$ cat src/rtl/wdt_guard_pkg.sv
package wdt_guard_pkg;

    typedef enum logic [1:0] {
        PAIR_IDLE,
        PAIR_GOT_FIRST,
        PAIR_GOT_SECOND
    } pair_state_t;

    typedef enum logic [1:0] {
        GS_OFF,
        GS_RUN,
        GS_CHIP,
        GS_WARM
    } guard_state_t;

endpackage

$ cat src/rtl/wdt_tick_src.sv
module wdt_tick_src #(
    parameter int PRE_DIV     = 4,
    parameter int SYNC_STAGES = 2
) (
    input  logic clk,
    input  logic rst_n,
    input  logic ext_res_n,
    input  logic enable,
    input  logic src_rc,
    input  logic halted,
    input  logic rc_async,
    output logic tick
);
    localparam int PW = (PRE_DIV > 1) ? $clog2(PRE_DIV) : 1;
    localparam logic [PW-1:0] PRE_LAST = PW'(PRE_DIV - 1);

    logic [SYNC_STAGES:0] sync_q;
    logic                 rc_edge;
    logic                 instr_tick;

    // synchronizer plus one extra flop for edge detection
    always_ff @(posedge clk or negedge rst_n) begin
        if (!rst_n) begin
            sync_q <= '0;
        end else begin
            sync_q <= {sync_q[SYNC_STAGES-1:0], rc_async};
        end
    end

    assign rc_edge = sync_q[SYNC_STAGES-1] & ~sync_q[SYNC_STAGES];

    generate
        if (PRE_DIV > 1) begin : g_prescale
            logic [PW-1:0] pre_q;

            always_ff @(posedge clk or negedge rst_n) begin
                if (!rst_n) begin
                    pre_q <= '0;
                end else if (!ext_res_n || !enable) begin
                    pre_q <= '0;
                end else if (!src_rc && !halted) begin
                    pre_q <= (pre_q == PRE_LAST) ? '0 : pre_q + 1'b1;
                end
            end

            assign instr_tick = !halted && (pre_q == PRE_LAST);
        end else begin : g_direct
            assign instr_tick = !halted;
        end
    endgenerate

    always_comb begin
        tick = 1'b0;
        if (enable && ext_res_n) begin
            tick = src_rc ? rc_edge : instr_tick;
        end
    end

endmodule

$ cat src/rtl/wdt_pair_fsm.sv
module wdt_pair_fsm
    import wdt_guard_pkg::*;
(
    input  logic clk,
    input  logic rst_n,
    input  logic enable,
    input  logic dual,
    input  logic clr_single,
    input  logic clr_first,
    input  logic clr_second,
    input  logic flush,
    input  logic timeout,
    output logic soft_clr
);
    pair_state_t state_q;
    pair_state_t state_d;

    always_ff @(posedge clk or negedge rst_n) begin
        if (!rst_n) begin
            state_q <= PAIR_IDLE;
        end else begin
            state_q <= state_d;
        end
    end

    always_comb begin
        state_d  = state_q;
        soft_clr = 1'b0;
        if (!enable || flush) begin
            state_d = PAIR_IDLE;
        end else if (!dual) begin
            soft_clr = clr_single;
            state_d  = PAIR_IDLE;
        end else begin
            unique case (state_q)
                PAIR_IDLE: begin
                    if (clr_first && clr_second) begin
                        soft_clr = 1'b1;
                    end else if (clr_first) begin
                        state_d = PAIR_GOT_FIRST;
                    end else if (clr_second) begin
                        state_d = PAIR_GOT_SECOND;
                    end
                end
                PAIR_GOT_FIRST: begin
                    if (clr_second) begin
                        soft_clr = 1'b1;
                        state_d  = PAIR_IDLE;
                    end
                end
                PAIR_GOT_SECOND: begin
                    if (clr_first) begin
                        soft_clr = 1'b1;
                        state_d  = PAIR_IDLE;
                    end
                end
                default: state_d = PAIR_IDLE;
            endcase
            if (timeout) begin
                state_d = PAIR_IDLE;
            end
        end
    end

endmodule

$ cat src/rtl/wdt_div_chain.sv
module wdt_div_chain #(
    parameter int TAP_BASE = 12,
    parameter int SEL_W    = 2
) (
    input  logic             clk,
    input  logic             rst_n,
    input  logic             tick,
    input  logic             soft_clr,
    input  logic             full_clr,
    input  logic [SEL_W-1:0] tap,
    output logic             expire
);
    localparam int CW = TAP_BASE + (1 << SEL_W) + 1;
    localparam int IW = $clog2(CW + 1);

    logic [CW-1:0] cnt_q;
    logic [CW-1:0] stepped;
    logic [CW-1:0] keep;
    logic [IW-1:0] n_idx;
    logic [IW-1:0] top_idx;

    always_comb begin
        n_idx   = IW'(TAP_BASE) + IW'(tap);
        top_idx = n_idx + 1'b1;
        stepped = tick ? cnt_q + 1'b1 : cnt_q;
    end

    generate
        for (genvar i = 0; i < CW; i++) begin : g_keep
            assign keep[i] = (IW'(i) < n_idx);
        end
    endgenerate

    assign expire = tick && !full_clr && !soft_clr && stepped[top_idx];

    always_ff @(posedge clk or negedge rst_n) begin
        if (!rst_n) begin
            cnt_q <= '0;
        end else if (full_clr || expire) begin
            cnt_q <= '0;
        end else if (soft_clr) begin
            cnt_q <= stepped & keep;
        end else begin
            cnt_q <= stepped;
        end
    end

endmodule

$ cat src/rtl/wdt_guard.sv
module wdt_guard
    import wdt_guard_pkg::*;
#(
    parameter int TAP_BASE = 12,
    parameter int PRE_DIV  = 4
) (
    input  logic       clk,
    input  logic       rst_n,
    input  logic       ext_res_n,
    input  logic       rc_tick_async,
    input  logic       opt_enable,
    input  logic       opt_src_rc,
    input  logic [1:0] opt_tap,
    input  logic       opt_dual,
    input  logic       clr_single,
    input  logic       clr_first,
    input  logic       clr_second,
    input  logic       halt_cmd,
    input  logic       halted,
    output logic       chip_rst_req,
    output logic       warm_rst_req,
    output logic       to_flag
);
    guard_state_t state_q;
    guard_state_t state_d;
    logic         tick;
    logic         soft_clr;
    logic         full_clr;
    logic         expire;
    logic         live;

    assign live     = opt_enable && ext_res_n;
    assign full_clr = !opt_enable || !ext_res_n || halt_cmd;

    wdt_tick_src #(.PRE_DIV(PRE_DIV), .SYNC_STAGES(2)) u_src (
        .clk      (clk),
        .rst_n    (rst_n),
        .ext_res_n(ext_res_n),
        .enable   (opt_enable),
        .src_rc   (opt_src_rc),
        .halted   (halted),
        .rc_async (rc_tick_async),
        .tick     (tick)
    );

    wdt_pair_fsm u_pair (
        .clk       (clk),
        .rst_n     (rst_n),
        .enable    (opt_enable),
        .dual      (opt_dual),
        .clr_single(clr_single),
        .clr_first (clr_first),
        .clr_second(clr_second),
        .flush     (full_clr),
        .timeout   (expire),
        .soft_clr  (soft_clr)
    );

    wdt_div_chain #(.TAP_BASE(TAP_BASE), .SEL_W(2)) u_div (
        .clk     (clk),
        .rst_n   (rst_n),
        .tick    (tick),
        .soft_clr(soft_clr),
        .full_clr(full_clr),
        .tap     (opt_tap),
        .expire  (expire)
    );

    always_ff @(posedge clk or negedge rst_n) begin
        if (!rst_n) begin
            state_q <= GS_OFF;
        end else begin
            state_q <= state_d;
        end
    end

    always_comb begin
        state_d = state_q;
        unique case (state_q)
            GS_OFF:  if (live) state_d = GS_RUN;
            GS_RUN:  if (expire) state_d = halted ? GS_WARM : GS_CHIP;
            GS_CHIP: state_d = expire ? (halted ? GS_WARM : GS_CHIP) : GS_RUN;
            GS_WARM: state_d = expire ? (halted ? GS_WARM : GS_CHIP) : GS_RUN;
            default: state_d = GS_OFF;
        endcase
        if (!live) begin
            state_d = GS_OFF;
        end
    end

    always_comb begin
        chip_rst_req = (state_q == GS_CHIP);
        warm_rst_req = (state_q == GS_WARM);
    end

    always_ff @(posedge clk or negedge rst_n) begin
        if (!rst_n) begin
            to_flag <= 1'b0;
        end else if (!ext_res_n) begin
            to_flag <= 1'b0;
        end else if (state_d == GS_CHIP) begin
            to_flag <= 1'b1;
        end else if (opt_enable && (halt_cmd || soft_clr)) begin
            to_flag <= 1'b0;
        end
    end

endmodule

$ cat config.mk
export PLATFORM = sky130hd
export DESIGN_NAME = wdt_guard
export DESIGN_NICKNAME = d
export VERILOG_FILES = /design/src/rtl/wdt_guard_pkg.sv /design/src/rtl/wdt_tick_src.sv /design/src/rtl/wdt_pair_fsm.sv /design/src/rtl/wdt_div_chain.sv /design/src/rtl/wdt_guard.sv
export SDC_FILE = /design/constraint.sdc
export NUM_CORES = 1
export LEC_CHECK = 0
export BUFFER_PORTS_ARGS = -buffer_cell sky130_fd_sc_hd__buf_2
export CORE_MARGIN = 2
export CORE_UTILIZATION = 35
export CTS_BUF_LIST = sky130_fd_sc_hd__clkbuf_8 sky130_fd_sc_hd__clkbuf_16
export CTS_CLUSTER_DIAMETER = 40
export CTS_CLUSTER_SIZE = 25
export DETAILED_ROUTE_END_ITERATION = 12
export SLEW_MARGIN = 0
export SYNTH_ARGS = -nofsm -noshare
export SYNTH_HDL_FRONTEND = slang
export SYNTH_SLANG_ARGS = --single-unit
$ cat constraint.sdc
create_clock -name clk -period 5.5 [get_ports clk]
set_clock_uncertainty 0.15 [all_clocks]
set_input_delay 1.1 -clock clk [delete_from_list [all_inputs] [get_ports clk]]
set_output_delay 1.1 -clock clk [all_outputs]
set_load 0.01 [all_outputs]
* Yosys cells after proc, flatten, opt, wreduce, memory -nomap -nowiden *
Cells that the tools add are included.
W data, S select, Z words.

storage, ports and cells
  memory bits (writable) = 0
  bits in registers = 27
  memories = 0
  input bits = 14
  memory bits (read-only) = 0
  bits in latches = 0
  output and inout bits = 3

operators by class
  mux-type cells = 33
  reductions and logical operators = 24
  bitwise logic cells = 3
  equality and inequality tests = 12
  magnitude comparators = 18
  divide/modulo/power cells = 0
  shift operators = 0
  $mul = 0
  add/sub/neg operators = 4

operators with widths
  operator                 number
  $mux W17                 3
  $lt A4 B5 Y1 const A     8
  $mux W2                  14
  $lt A3 B5 Y1 const A     4
  $add A17 B1 Y17 const B  1
  $and A17 B17 Y17         1
  $ne A5 B4 Y1 const B     3
  $mux W1                  12
  $pmux W2 S3              2
  $eq A2 B2 Y1 const B     5
  $lt A1 B5 Y1 const A     2
  $lt A2 B5 Y1 const A     2
  $logic_and A1 B1 Y1      8
  $logic_not A1 Y1         6
  $lt A5 B6 Y1 const B     1
  $ne A6 B5 Y1 const B     1
  $add A4 B2 Y5 const A    1
  $add A5 B1 Y5 const B    1
  $bmux W1 S5              1
  $logic_or A1 B1 Y1       5
  $lt A5 B5 Y1 const A     1
  $eq A2 B1 Y1 const B     2
  $logic_not A2 Y1         2
  $reduce_and A4 Y1        1
  other kinds (7)          7

* Longest topological paths before layout *
Gate-level depths: netlist (run 1).

  depth after elaboration = 14
  depth in mapped cells = 9

* Cells and area by module *
A second synthesis (run 1) with hierarchy kept.

second synthesis, totals
  cell total of the unflattened synthesis = 167
  area total of the unflattened synthesis = 1761.7 sq um

by module, submodules not included
  module         sequential area each (sq um)  cells each  times used  area an instance (sq um)
  wdt_div_chain  425.4                         126         1           1277.5
  wdt_tick_src   125.1                         16          1           198.9
  wdt_guard      75.1                          13          1           148.9
  wdt_pair_fsm   50.0                          12          1           136.4

* Worst setup path after synthesis (run 1) *
No wires, ideal clock.

  path kind = input-to-reg
  start = input opt_src_rc
  end = register u_div.cnt_q[10]
  library setup time = 0.126 ns
  required time = 5.224 ns
  arrival = 3.011 ns
  stages on the path = 7
  slack = 2.213 ns
  cell sequence = nor3b_1 > o21bai_1 > or4_1 > and4_4 > nor4_4 > buf_6 > nor3_2

between the ends
  word-level cells in the longest chain between the ends = 8

RTL lines
  item                           RTL line             RTL
  from (decl)                    wdt_guard.sv:12      input logic opt_src_rc,
  $mux W1 (*)                    wdt_tick_src.sv:55   tick = src_rc ? rc_edge : instr_tick;
  $mux W1 (*)                    wdt_tick_src.sv:54   if (enable && ext_res_n) begin
  $mux W17                       wdt_div_chain.sv:25  stepped = tick ? cnt_q + 1'b1 : cnt_q;
  $bmux W1 S5                    wdt_div_chain.sv:34  assign expire = tick && !full_clr && !soft_clr && stepped[top_idx];
  $mux W1 (implied by the code)  wdt_div_chain.sv:34
  $logic_and A1 B1 Y1            wdt_div_chain.sv:34
  $logic_or A1 B1 Y1             wdt_div_chain.sv:39  end else if (full_clr || expire) begin
  $mux W17 (*)                   wdt_div_chain.sv:39
  to (signal assigned)           wdt_div_chain.sv:42  cnt_q <= stepped & keep;
  to (signal assigned)           wdt_div_chain.sv:44  cnt_q <= stepped;
  to (decl)                      wdt_div_chain.sv:16  logic [CW-1:0] cnt_q;

Mark *: on every way between the ends. The rest lies on a longest branch, timed or not. The select of a mux whose other input is x is not followed.
A chain may end at the register's enable or synchronous reset.

* Worst setup path after layout (run 1) *
  start = input opt_src_rc
  end = register u_div.cnt_q[1]

The elaborated chain is that of the path after synthesis.

==> results.ini, run 1 <==
[status]
status = completed

[route]
vias = 1361
wire_per_inst_um = 13.9
drtPass1Iterations = 4
drt_iter0_drc = 76
viasPerCell = 5.58
drt_wl_total_um = 3380
drc = 0
postRouteAntennaNets = 0

[synthesis]
synth.avg_cell_area_um2 = 9.43
yosysWarningCount = 0
ys_ff_latch = 27
syn_nets = 193
synth_top_area_frac = 0.412
synth_cell_types = 40
ys.flop_type = dfrtp_1
synth_top_cell_by_area = dfrtp_1
synthArstFlopShare = 1.00
synthTopCellsByArea = dfrtp_1, nor3_2, xnor2_1
synth-seq-area-share = 0.412
synth-edff-count = 0
syn-instance-count = 174
syn-cell-area_um2 = 1640

[timing]
maxSlewViolCount = 0
setup_violations = 0
final.min_clock_period_ns = 3.61
fin_crit_sh = 0.656
rsz0062_at_grt = false
tns_ns = 0
relSlewSlack = 0.197
hold_violations = 0
tightest_slew_ns = 1.20
max_freq_mhz = 277

[cts]
htree_levels = 1
cts_setup_buffers = 0
cts_root_buf = clkbuf_8
clock_latency_ns = 0.27
clkSinkCount = 27
clockBufferDepth = 2
cts_hold_buf = 0
cts_tree = yes
postCtsResizedCells = 0
cts_buffers = 3
path_clk_slew_ns = 0.09

[worst_setup_path]
worstPathArrival_ns = 3.58
r2r_slack_ns = 2.28
r2r_cells = 8
start_kind = input port
critPathMaxFanout = 18
r2r_start = u_src.g_prescale.pre_q[0]
r2r_end = u_div.cnt_q[1]
critical_path_class = input port to flop
worstPathRequired_ns = 5.47
critPathCaptureType = flop

[final_layout]
n_antenna_cell = 0
nets = 212
finalNonFillerCells = 244
area_delta_synth_final_pct = 10.8
final_common_cell = dfrtp_1
final.fill_count = 453
final_cell_mix = dfrtp_1, nand2_1, buf_2
drive_gt1_frac = 0.188

[floorplan]
die-area_um2 = 5250
io_pins = 17
initial_core_util = 0.369
num_rows = 24
coreArea_um2 = 4440
die_x_um = 72.5
die_h_um = 72.5

[global_route]
grt_pass1_vias = 1362
grt_max_degree = 28
grt_pass1_wl_um = 6000
antenna_found_initial = 0
grt_usage = 0.144
gr-total-overflow = 0

[hold_path]
holdPathEnd = u_src.sync_q[1]
hold_class = flop to flop
hp-start = u_src.sync_q[0]
hold_path_depth = 0

[power_and_ir_drop]
ir_worst_vdd_v = 0.000146
power_density_nw_per_um2 = 188
p_leak_nw = 0.723

[placement]
dp_hpwl_um = 2600
gp_congestion = 0.807
dp.cells = 240
port_buffers = 16

[run]
drv_cap = 0

-- critical path: stages --
cell      delay [ns]
buf_2           0.12
and3b_1         0.19
o21bai_1        0.94
o31ai_1         0.31
a31o_1          0.32
nor4_4          0.21
buf_4           0.30
nor3_1          0.10
-- cell families (layout without fill, tap and decap cells) --
kind of cell               after synthesis  count (layout)  synth area share
and+or+nand+nor                         93              93             0.345
AOI/OAI and AO/OA                       29              29             0.117
DFF                                     27              27             0.412
xor gates and xnor gates                11              11            0.0587
buffers and inverters                    8              26            0.0236
adders and majority gates                5               5            0.0381
muxes                                    1               1           0.00610
-- layout make-up --
| type | instances | area, um^2 | area share |
|---|---|---|---|
| clock inverter | 1 | 3.75 | 0.00206 |
| clock buffer | 3 | 41.3 | 0.0227 |
| sequential | 27 | 676 | 0.371 |
| timing repair buffer | 17 | 87.6 | 0.0481 |
| inverter | 5 | 18.8 | 0.0103 |
| multi-input combinational | 139 | 927 | 0.510 |
| tap | 52 | 65.1 | 0.0358 |
-- registers in the layout, summed over array words and instances (netlist names) --
register and count:
state_q 2, u_div.cnt_q 17, u_src.sync_q 3, u_pair.state_q 2, to_flag 1, u_src.g_prescale.pre_q 2
-- where the power goes --
part	switching [mW]	internal [mW]
combinational	0.0212	0.0108
clock	0.0582	0.0499
sequential	0.00105	0.200
total	0.0804	0.261
-- synthesized netlist by cell type (2+ instances only) --
cell and count:
a31oi_1 2, xor2_1 2, o21bai_1 2, dfrtp_1 27, o31ai_1 5, ha_1 5
and2_1 4, nand4_1 6, a21oi_1 4, nand3_1 10, and3_1 3, o21ai_0 8
o211ai_1 3, nor2_1 9, nand2_1 16, nor3_2 9, nor2b_1 2, or4_1 7
nor3_1 13, nor4_1 4, xnor2_1 9, nor3b_1 2, inv_1 5
-- metrics by stage --
stage | hold slack, ns | total power [mW] | cell area [um^2] | worst slack, ns | utilization
after global routing | 0.230 | 0.364 | 1820 | 1.68 | 0.409
after floorplan | 0.181 | 0.222 | 1640 | 2.21 | -
after CTS | 0.222 | 0.351 | 1820 | 1.86 | 0.409
after detailed placement | 0.199 | 0.238 | 1770 | 1.58 | 0.399
after global placement | 0.198 | 0.238 | 1770 | 1.63 | 0.399
final | 0.217 | 0.341 | 1820 | 1.89 | 0.409
-- per-layer routing --
| layer | part of all wire | GRT usage | vias up |
|---|---|---|---|
| met4 | 0.014 | 0.0370 | 0 |
| met3 | 0.023 | 0.0319 | 6 |
| met1 | 0.49 | 0.190 | 649 |
| met2 | 0.47 | 0.239 | 18 |
| li1 | - | - | 688 |
| met5 | 0 | 0 | - |
-- how the worst max path moves through the flow --
| stage | start | end | slack, ns | depth (start not counted) |
|---|---|---|---|---|
| after floorplan | opt_src_rc | u_div.cnt_q[10] | 2.21 | 7 |
| after CTS | opt_src_rc | u_div.cnt_q[13] | 1.86 | 7 |
| after global placement | opt_src_rc | u_div.cnt_q[2] | 1.63 | 8 |
| after detailed placement | opt_src_rc | u_div.cnt_q[13] | 1.58 | 7 |
| after global routing | opt_src_rc | u_div.cnt_q[13] | 1.68 | 7 |
| final | opt_src_rc | u_div.cnt_q[1] | 1.89 | 8 |
Power figures use the tool's default switching activity.
==> run 2, diff against run 1 <==
- clock period: 5.5 -> 2.9 ns (I/O delays scaled with it)
==> results.ini, run 2 (synthesis gave the netlist of run 1 again) <==
[final_layout]
largestRegisters = u_div.cnt_q (17), u_src.sync_q (3)
top_register = u_div.cnt_q
stdcell_area_um2 = 1940
ff_latch_area_um2 = 676
nets = 224
final.fill_count = 462
area_delta_synth_final_pct = 18.1
n_antenna_cell = 0
final_common_cell = dfrtp_1
drive_gt1_frac = 0.240
largest_reg_flops = 17
final_cell_mix = dfrtp_1, nand2_1, buf_2
multi_input_area_um2 = 932

[worst_setup_path]
worstPathRequired_ns = 2.91
critical_path_class = flop to flop
r2r_slack_ns = 0.18
worstPathArrival_ns = 2.73
r2r_end = u_div.cnt_q[16]
critPathMaxFanout = 18
r2r_start = u_src.g_prescale.pre_q[0]
critPathCaptureType = flop
start_kind = flop
r2r_cells = 8

[hold_path]
hold_class = input port to async pin

[timing]
hold_violations = 0
whs_ns = 0.155
relSlewSlack = 0.589
final.min_clock_period_ns = 2.72
maxSlewViolCount = 0
setup_violations = 0
tns_ns = 0
rsz0062_at_grt = false
tightest_slew_ns = 0.616
max_freq_mhz = 368
fin_crit_sh = 0.938

[floorplan]
num_rows = 24
die_x_um = 72.5
initial_core_util = 0.369
io_pins = 17
die-area_um2 = 5250
coreArea_um2 = 4440
die_h_um = 72.5

[status]
status = completed

[route]
drtPass1Iterations = 4
drt_iter0_drc = 68
vias = 1388
drc = 0
drt_wl_total_um = 3540
viasPerCell = 5.42
postRouteAntennaNets = 0
wire_per_inst_um = 13.8

[global_route]
grt_pass1_vias = 1356
grt_usage = 0.150
antenna_found_initial = 0
grt_pass1_wl_um = 6270
grt_max_degree = 28
gr-total-overflow = 0

[cts]
cts_tree = yes
clock_latency_ns = 0.27
cts_setup_buffers = 0
cts_buffers = 3
htree_levels = 1
clockBufferDepth = 2
cts_root_buf = clkbuf_8
path_clk_slew_ns = 0.09
clkSinkCount = 27

[run]
drv_cap = 0

[placement]
place_area_um2 = 1890
gp_congestion = 0.819
dp_hpwl_um = 2740
port_buffers = 16

[power_and_ir_drop]
power_density_nw_per_um2 = 341
ir_worst_vdd_v = 0.000220
p_leak_nw = 0.784

[run 2: cell count changes in the layout (fill, tap and decap cells not counted), sizes merged]
cell	previous run	this run
buf	17	29
[run 2: worst max path at each step]
stage	from	end	slack [ns]	cells past startpoint
after floorplan	opt_src_rc	u_div.cnt_q[10]	0.13	7
after global placement	opt_src_rc	u_div.cnt_q[16]	0.03	8
after detailed placement	opt_src_rc	u_div.cnt_q[16]	-0.01	8
after CTS	u_src.g_prescale.pre_q[0]	u_div.cnt_q[16]	0.16	8
after global routing	u_src.g_prescale.pre_q[0]	u_div.cnt_q[13]	0.004	9
final	u_src.g_prescale.pre_q[0]	u_div.cnt_q[16]	0.18	8
[run 2: repair_timing]
action	CTS	global route
gates resized for setup	0	1
endpoints found under the setup margin	0	1
hold buffers	0	0
[run 2: area by class of cell]
| class | instances | share of cell area |
|---|---|---|
| Clock buffer | 3 | 0.0213 |
| Clock inverter | 1 | 0.00194 |
| Inverter | 5 | 0.00968 |
| Multi-Input combinational cell | 139 | 0.481 |
| Sequential cell | 27 | 0.348 |
| Tap cell | 52 | 0.0335 |
| Timing Repair Buffer | 29 | 0.105 |
[run 2: layer usage]
layer	routed length, um	vias to the layer above	part of all wire	track usage
met3	117	4	0.033	0.0347
met1	1810	654	0.51	0.215
li1	-	710	-	-
met5	0	-	0	0
met2	1590	20	0.45	0.234
met4	33	0	0.0093	0.0288
[run 2: worst max-delay path, cell delays in order, from the launching register on]
cell      delay [ns]
dfrtp_1         0.38
ha_1            0.17
nor3b_1         0.26
o21bai_1        0.23
or4_1           0.59
a31o_1          0.28
nor4_4          0.27
buf_12          0.20
nor3_1          0.07
[run 2: power by group]
| part | switching [mW] | internal (mW) | total (mW) |
|---|---|---|---|
| Sequential | 0.00204 | 0.380 | 0.382 |
| Clock | 0.116 | 0.0950 | 0.211 |
| Combinational | 0.0426 | 0.0264 | 0.0690 |
[run 2: metrics by stage]
| step | utilization | worst slack, ns | cells | power (mW) |
|---|---|---|---|---|
| 3_3_place_gp | 0.425 | 0.0270 | 252 | 0.459 |
| 5_1_grt | 0.436 | 0.00424 | 256 | 0.696 |
| 4_1_cts | 0.435 | 0.165 | 256 | 0.670 |
| 2_1_floorplan | - | 0.133 | 174 | 0.422 |
| 3_5_place_dp | 0.425 | -0.0130 | 252 | 0.459 |
| 6_report | 0.436 | 0.180 | 256 | 0.662 |
==> run 3, diff against run 2 <==
- ABC_AREA: default -> 1
==> results.ini, run 3 <==
[synthesis]
synth.avg_cell_area_um2 = 7.79
ys.flop_type = dfrtp_1
synth-edff-count = 0
synthTopCellsByArea = dfrtp_1, nand2_1, inv_1
synth_cell_types = 24
syn_nets = 239
synth_common_cells = nand2_1, dfrtp_1, inv_1, nor2_1, nand3_1
synth_top_area_frac = 0.394
ys_ff_latch = 27
synth_top_cell_by_area = dfrtp_1
synth-seq-area-share = 0.394
syn-instance-count = 220
synthArstFlopShare = 1.00
syn-cell-area_um2 = 1710
synth_most_common_cell = nand2_1
yosysWarningCount = 0

[timing]
final.min_clock_period_ns = 2.32
fin_crit_sh = 0.801
maxSlewViolCount = 0
relSlewSlack = 0.587
whs_ns = 0.155
max_freq_mhz = 431
rsz0062_at_grt = false
tightest_slew_ns = 0.620
setup_violations = 0
hold_violations = 0
tns_ns = 0

[placement]
gp_congestion = 0.837
dp.cells = 303
port_buffers = 16
dp_hpwl_um = 2450

[cts]
cts_root_buf = clkbuf_8
clkSinkCount = 27
clock_latency_ns = 0.27
clockBufferDepth = 2
cts_hold_buf = 0
htree_levels = 1
postCtsResizedCells = 0
path_clk_slew_ns = 0.10
cts_setup_buffers = 0
cts_tree = yes
cts_buffers = 3

[worst_setup_path]
critical_path_class = flop to flop
r2r_cells = 11
critPathMaxFanout = 17
critPathCaptureType = flop
worstPathRequired_ns = 2.93
worstPathArrival_ns = 2.35
start_kind = flop

[route]
viasPerCell = 4.52
drtPass1Iterations = 4
vias = 1389
drc = 0
drt_wl_total_um = 3220
wire_per_inst_um = 10.5
drt_iter0_drc = 60
postRouteAntennaNets = 0

[final_layout]
n_antenna_cell = 0
area_delta_synth_final_pct = 12.0
finalNonFillerCells = 307
largestRegisters = u_div.cnt_q (17), u_src.sync_q (3)
nets = 260
final_common_cell = nand2_1
top_register = u_div.cnt_q
drive_gt1_frac = 0.225
final_cell_mix = nand2_1, inv_1, nor2_1, dfrtp_1
largest_reg_flops = 17

[floorplan]
die_h_um = 74.0
initial_core_util = 0.363
io_pins = 17
num_rows = 25
die-area_um2 = 5470
die_x_um = 74.0
coreArea_um2 = 4720

[global_route]
grt_max_degree = 28
antenna_found_initial = 0
gr-total-overflow = 0
grt_usage = 0.134
grt_pass1_wl_um = 5780
grt_pass1_vias = 1327

[status]
status = completed

[power_and_ir_drop]
p_leak_nw = 0.867
power_density_nw_per_um2 = 346
ir_worst_vdd_v = 0.000202

[hold_path]
hold_class = input port to async pin

[run]
drv_cap = 0

[run 3: per-stage QoR]
stage | power, mW | setup WS (ns) | cell area, um^2 | utilization
6_report | 0.664 | 0.578 | 1920 | 0.406
5_1_grt | 0.696 | 0.362 | 1920 | 0.406
4_1_cts | 0.680 | 0.565 | 1920 | 0.406
3_5_place_dp | 0.457 | 0.289 | 1870 | 0.397
3_3_place_gp | 0.457 | 0.390 | 1870 | 0.397
2_1_floorplan | 0.430 | 0.776 | 1710 | -
[run 3: cell families after synthesis]
group / Yosys count / share of synthesized area
compound gates: 11 / 0.0380
mux: 1 / 0.00657
fa+ha+maj: 5 / 0.0365
flops: 27 / 0.394
xor+xnor: 11 / 0.0562
simple gates: 137 / 0.403
buf+inv: 28 / 0.0657
[run 3: report_power, final]
part           switching, mW  internal, mW
registers            0.00272         0.381
clock network          0.120        0.0950
logic                 0.0423        0.0227
[run 3: area by class of cell]
| class | count | area (um^2) |
|---|---|---|
| well taps | 67 | 83.8 |
| repair buffers | 17 | 87.6 |
| multi-input cells | 165 | 926 |
| clock buffers | 3 | 41.3 |
| inverters | 27 | 101 |
| clock inverters | 1 | 3.75 |
| fillers | 471 | 2800 |
| flip-flops and latches | 27 | 676 |
[run 3: worst paths after layout]
| kind | startpoint | end | slack (ns) |
|---|---|---|---|
| min in group clk | u_src.sync_q[0] | u_src.sync_q[1] | 0.20 |
| setup / recovery | u_div.cnt_q[1] | u_div.cnt_q[12] | 0.58 |
| setup reg to reg | u_div.cnt_q[1] | u_div.cnt_q[12] | 0.58 |
| max in group asynchronous | rst_n | u_div.cnt_q[15] | 2.03 |
| hold reg to reg | u_src.sync_q[0] | u_src.sync_q[1] | 0.20 |
| hold / removal | rst_n | to_flag | 0.16 |
[run 3: critical path, cell delays in order, from the launching register on]
cell and delay [ns]:
dfrtp_1 0.39, ha_1 0.21, nand3_2 0.11, nor3_1 0.26
nand3_1 0.15, xor2_1 0.15, nand2_1 0.09, nand4_1 0.10
nand2_2 0.07, nand2_4 0.11, nand2_4 0.17, a221oi_1 0.24
[run 3: layer usage]
layer	wire length, um	part of all wire	global-route usage	vias to the layer above
met5	0	0	0	-
met4	19	0.0059	0.0263	0
met3	134	0.042	0.0285	2
met2	1470	0.46	0.219	24
met1	1600	0.50	0.183	626
li1	-	-	-	737
